**src/rtl/bwc_pkg.sv**
```systemverilog
package bwc_pkg;
    typedef enum logic [1:0] {
        BW_IDLE = 2'd0,
        BW_WAIT = 2'd1,
        BW_DATA = 2'd2
    } bw_state_e;

    localparam int unsigned BW_CNT_W = 4;
    localparam int unsigned BW_CNT_MAX = 9;
endpackage

```
**src/rtl/bwc_cfg_reg.sv**
```systemverilog
module bwc_cfg_reg (
    input  logic       clk,
    input  logic       rst_n,
    input  logic       load,
    input  logic [1:0] code_in,
    input  logic       ps_in,
    output logic [1:0] code_q,
    output logic       ps_q
);
    logic [1:0] code_d;
    logic       ps_d;

    always_comb begin
        code_d = code_q;
        ps_d   = ps_q;
        if (load) begin
            code_d = code_in;
            ps_d   = ps_in;
        end
    end

    always_ff @(posedge clk or negedge rst_n) begin
        if (!rst_n) begin
            code_q <= 2'b00;
            ps_q   <= 1'b0;
        end else begin
            code_q <= code_d;
            ps_q   <= ps_d;
        end
    end
endmodule

```
**src/rtl/bwc_lat_calc.sv**
```systemverilog
module bwc_lat_calc
    import bwc_pkg::*;
(
    input  logic [1:0]          code,
    input  logic                ps,
    input  logic                at_bnd,
    output logic [BW_CNT_W-1:0] init_cnt,
    output logic [BW_CNT_W-1:0] cross_cnt
);
    // the counter value is (edges to wait) - 1: base 4+code gives 3+code
    always_comb begin
        init_cnt  = BW_CNT_W'(3) + BW_CNT_W'(code) + BW_CNT_W'(ps) + BW_CNT_W'(at_bnd);
        cross_cnt = BW_CNT_W'(ps);
    end
endmodule

```
**src/rtl/burst_wait_ctrl.sv**
```systemverilog
module burst_wait_ctrl
    import bwc_pkg::*;
#(
    parameter int unsigned AW       = 16,
    parameter int unsigned DW       = 16,
    parameter int unsigned BND_BITS = 6,
    parameter int unsigned CODE_LSB = 12,
    parameter int unsigned PS_BIT   = 14
) (
    input  logic          clk,
    input  logic          rst_n,
    input  logic          ce_n,
    input  logic          oe_n,
    input  logic          avd_n,
    input  logic          cfg_load,
    input  logic [AW-1:0] addr_in,
    input  logic [DW-1:0] mem_rdata,
    output logic [AW-1:0] mem_addr,
    output logic          rdy,
    output logic [DW-1:0] dout
);
    typedef struct packed {
        bw_state_e           st;
        logic [BW_CNT_W-1:0] cnt;
        logic [AW-1:0]       nxt;
        logic                last;
        logic                rdy;
        logic [DW-1:0]       dout;
    } bw_regs_t;

    bw_regs_t s_d, s_q;

    logic [1:0]          code_q;
    logic                ps_q;
    logic                at_bnd;
    logic [BW_CNT_W-1:0] init_cnt;
    logic [BW_CNT_W-1:0] cross_cnt;
    logic                present;

    bwc_cfg_reg cfg_i (
        .clk     (clk),
        .rst_n   (rst_n),
        .load    (cfg_load),
        .code_in (addr_in[CODE_LSB+1:CODE_LSB]),
        .ps_in   (addr_in[PS_BIT]),
        .code_q  (code_q),
        .ps_q    (ps_q)
    );

    assign at_bnd = &addr_in[BND_BITS-1:0];

    bwc_lat_calc lat_i (
        .code      (code_q),
        .ps        (ps_q),
        .at_bnd    (at_bnd),
        .init_cnt  (init_cnt),
        .cross_cnt (cross_cnt)
    );

    always_comb begin
        s_d     = s_q;
        present = 1'b0;
        if (ce_n) begin
            s_d.st  = BW_IDLE;
            s_d.rdy = 1'b0;
        end else if (!avd_n && !cfg_load) begin
            s_d.st   = BW_WAIT;
            s_d.cnt  = init_cnt;
            s_d.nxt  = addr_in;
            s_d.last = 1'b0;
            s_d.rdy  = 1'b0;
        end else begin
            case (s_q.st)
                BW_WAIT: begin
                    if (s_q.cnt == '0) begin
                        present = 1'b1;
                    end else begin
                        s_d.cnt = s_q.cnt - BW_CNT_W'(1);
                        s_d.rdy = 1'b0;
                    end
                end
                BW_DATA: begin
                    if (s_q.last) begin
                        s_d.st  = BW_WAIT;
                        s_d.cnt = cross_cnt;
                        s_d.rdy = 1'b0;
                    end else begin
                        present = 1'b1;
                    end
                end
                default: s_d.rdy = 1'b0;
            endcase
        end
        if (present) begin
            s_d.st   = BW_DATA;
            s_d.dout = mem_rdata;
            s_d.rdy  = 1'b1;
            s_d.last = &s_q.nxt[BND_BITS-1:0];
            s_d.nxt  = s_q.nxt + AW'(1);
        end
    end

    always_ff @(posedge clk or negedge rst_n) begin
        if (!rst_n) begin
            s_q <= '{st: BW_IDLE, cnt: '0, nxt: '0, last: 1'b0, rdy: 1'b0, dout: '0};
        end else begin
            s_q <= s_d;
        end
    end

    assign mem_addr = s_q.nxt;
    assign dout     = s_q.dout;
    assign rdy      = s_q.rdy & ~oe_n & ~ce_n;

    // chip enable high ends the burst
    a_r9_ce_ends: assert property (@(posedge clk) disable iff (!rst_n)
        ce_n |=> !s_q.rdy);

    // data never moves while ready is low
    a_r10_hold: assert property (@(posedge clk) disable iff (!rst_n)
        !s_q.rdy |-> $stable(s_q.dout));

    // a start never yields a word on the next edge
    a_r3_no_early: assert property (@(posedge clk) disable iff (!rst_n)
        (!ce_n && !avd_n && !cfg_load) |=> (!s_q.rdy && s_q.st == BW_WAIT));

    // leaving a page always costs a wait cycle
    a_r7_cross_wait: assert property (@(posedge clk) disable iff (!rst_n)
        (!ce_n && avd_n && !cfg_load && s_q.rdy && s_q.last) |=> !s_q.rdy);

    // inside a page, words stream back to back with a stepping address
    a_r6_step: assert property (@(posedge clk) disable iff (!rst_n)
        (!ce_n && avd_n && !cfg_load && s_q.rdy && !s_q.last)
        |=> (s_q.rdy && mem_addr == $past(mem_addr) + AW'(1)));

    // the wait counter stays within the largest latency
    a_r4_cnt_bound: assert property (@(posedge clk) disable iff (!rst_n)
        s_q.cnt <= BW_CNT_W'(BW_CNT_MAX));
endmodule

```
**config.mk**
```make
export PLATFORM = sky130hd
export DESIGN_NAME = burst_wait_ctrl
export DESIGN_NICKNAME = d
export VERILOG_FILES = /design/src/rtl/bwc_pkg.sv /design/src/rtl/bwc_cfg_reg.sv /design/src/rtl/bwc_lat_calc.sv /design/src/rtl/burst_wait_ctrl.sv
export SDC_FILE = /design/constraint.sdc
export NUM_CORES = 1
export LEC_CHECK = 0
export CELL_PAD_IN_SITES_DETAIL_PLACEMENT = 0
export CELL_PAD_IN_SITES_GLOBAL_PLACEMENT = 1
export CORE_ASPECT_RATIO = 2
export CORE_UTILIZATION = 50
export DETAILED_ROUTE_END_ITERATION = 12
export DONT_BUFFER_PORTS = 1
export PLACE_DENSITY_LB_ADDON = 0.1
export SETUP_SLACK_MARGIN = 0.5
export SYNTH_ARGS = -nofsm -noshare
export SYNTH_HDL_FRONTEND = slang
export SYNTH_SLANG_ARGS = --single-unit
```
**constraint.sdc**
```tcl
create_clock -name clk -period 5 [get_ports clk]
set_clock_uncertainty 0.2 [all_clocks]
set_input_delay 0.25 -clock clk [delete_from_list [all_inputs] [get_ports clk]]
set_output_delay 0.25 -clock clk [all_outputs]
set_load 0.03 [all_outputs]
```
==> metrics <==
peak supply drop=about 0.00023 V; H-tree levels=2; Worst Reg-to-Reg Cells=6; Clock Path Buffers=2; area delta synth->final=9.843%; CP endpoint kind=register; Leak=1.262 nW; Hold Path Cell Cnt=3; Via density=between 5 and 6; Synth Area per Inst=8.921 um2; Max-Cap Viols=0; status=completed; syn_nets=331; IO buf count=0; EDFF count, synth=0; clock-pin slew on the worst setup and hold paths=approximately 0.080 ns; Root Buffer=clkbuf_8; critical path arrival=2.75 ns; synth unique cells=50; share of cells above drive strength 1=6.294%; Synth Flop Type=dfrtp_1; Seq/Total Area, Yosys=42.32%; routed vias=1,977; delay of the slowest critical-path stage=0.91 ns; Max-Slew Margin vs Limit=31.55%; Hold Vio Cnt, Final=0; Setup TNS=0 ns; TritonCTS Buffers=5; full die area=0.005391 mm2; initial DRC count=47; most frequent cells in the layout=nand2_1, dfrtp_1, dlygate4sd3_1, nor2_1, inv_1; Congestion Overflow GR=0; initial core utilization=52.26%; post-route minimum period=2.779 ns; row cnt=36; Clock Sink Count=43; final instance area=between 0.002 and 0.003 mm2; flops & latches, synth=43; Final Slew Violations=0; CP Max Fanout=26; dpl hpwl=around 4.1 mm; core footprint=about 0.005 mm2; Hold Path Class=in -> reg; startpoint types=register; Ys Warns=0; Power Density=334.6 mW/mm2; WL per Instance=between 15 and 20 um; RSZ-0062 raised after global routing=false; Worst Tran Pin Value=1.024 ns; routed wire length=5.929 mm; gr usage total=24.31%; number of global-route vias before repair=2,006; first-pass GRT wire length=between 9 and 10 mm; Final nets=331; Ports=71; Detail Route Antenna Nets=0; largest net degree at the start of global routing=44; GP Congestion=0.8055; slowest CP cell=a211oi_4; CP required=~5.0 ns; commonest non-fill, non-tap cell in the layout=nand2_1; Post-DP Area=0.002335 mm2; highest clock rate=0.3598 GHz; drt pass-1 iters=4; CTS tree=built; fin crit share=55.59%; WS Path Type=reg -> reg; Synth Instances=285; Die Span X=~52 um; Remaining DRCs=0; setup bufs post-CTS=0; Post-Syn Area=0.002542 mm2; die height=102.8 um; final setup violation count=0; post-synthesis async set-or-reset flop share=100.0%; Antenna Cells=0; clock latency on the worst-skew pair=roughly 0.29 ns; worst path cell trace=inv_1 > ha_1 > nand2b_1 > a211oi_4 > nor2_1 > a221o_1; antenna violations before repair=0
## critical path: cells and delay by family, from the launching register on
kind	cells	cell delay [ns]
buffers and inverters	1	0.08
adders and majority gates	1	0.30
AOI/OAI and AO/OA	2	1.26
DFF	1	0.39
and+or+nand+nor	2	0.43
## report_power, final
part           switching, W  internal, W  total, W
sequential         0.000119     0.000393  0.000513
clock              0.000119     0.000126  0.000245
combinational     0.0000891    0.0000871  0.000176
## stage by stage
| step | std cells | hold WS (ns) | power (W) | worst slack (ns) | util, % |
|---|---|---|---|---|---|
| 3_3_place_gp | 301 | -0.2446 | 0.0006589 | 2.254 | 47.99 |
| 6_report | 343 | 0.0002645 | 0.0009343 | 2.221 | 57.41 |
| 5_1_grt | 343 | 0.007235 | 0.0009860 | 1.913 | 57.41 |
| 3_5_place_dp | 301 | -0.2446 | 0.0006638 | 2.177 | 47.99 |
| 4_1_cts | 343 | 0.001817 | 0.0009423 | 2.152 | 57.41 |
| 2_1_floorplan | 285 | -0.2456 | 0.0006724 | 3.005 | - |
## path summary, 6_finish.rpt
check                      slack (ns)                 from                       end
max in group asynchronous        4.13                rst_n       dout[7]$_DFFE_PN0N_
min                            0.0003          addr_in[12]  mem_addr[12]$_DFFE_PN0P_
max reg2reg                      2.22  s_q[38]$_DFFE_PN0P_   mem_addr[0]$_DFFE_PN0P_
max                              2.22  s_q[38]$_DFFE_PN0P_   mem_addr[0]$_DFFE_PN0P_
min in group asynchronous        0.26                rst_n   mem_addr[8]$_DFFE_PN0P_
min reg2reg                      0.32  s_q[17]$_DFFE_PN0P_       s_q[17]$_DFFE_PN0P_
## final cells by class
class	count	area [um2]
clock buffer	8	100.1
fill	447	2072
inverter	14	52.55
multi-input combinational	185	1120
sequential	43	1076
tap	57	71.32
timing repair buffer	36	372.9
## synthesized netlist by cell type (4+ instances only)
cell	n	share of area, %
a211oi_1	6	1.8
a21oi_1	11	2.2
a311oi_1	4	1.4
and3_1	4	0.98
buf_2	4	0.79
buf_4	34	10
clkbuf_1	5	0.74
dfrtp_1	43	42
ha_1	7	3.4
inv_1	14	2.1
nand2_1	60	8.9
nor2_1	24	3.5
nor3_1	5	0.98
o21ai_0	7	1.4
o22ai_1	4	0.98
## state kept, by name, indices dropped and copies added, names as in the netlist
name / count
cfg_i.code_q: 2
cfg_i.ps_q: 1
dout: 16
s_q: 8
mem_addr: 16
## cell families after synthesis
kind of cell	after synthesis	synth area share, %
and+or+nand+nor	117	22.44
AOI/OAI and AO/OA	57	16.24
buffers and inverters	57	13.63
DFF	43	42.32
adders and majority gates	8	4.232
muxes	2	0.7874
xor gates and xnor gates	1	0.3446
## layer usage
| metal | share of wire, % | global-route usage (%) | vias to the layer above |
|---|---|---|---|
| li1 | - | - | 948 |
| met5 | 0 | 0 | - |
| met4 | 3.3 | 10.93 | 0 |
| met1 | 39 | 27.80 | 950 |
| met3 | 5.5 | 5.457 | 14 |
| met2 | 53 | 41.87 | 65 |
## timing repair
| item | 4_1_cts | 5_1_grt |
|---|---|---|
| resized for setup | 0 | 0 |
| endpoints found under the hold margin | 79 | 0 |
| hold buffers | 34 | 0 |
Power figures use the tool's default switching activity.
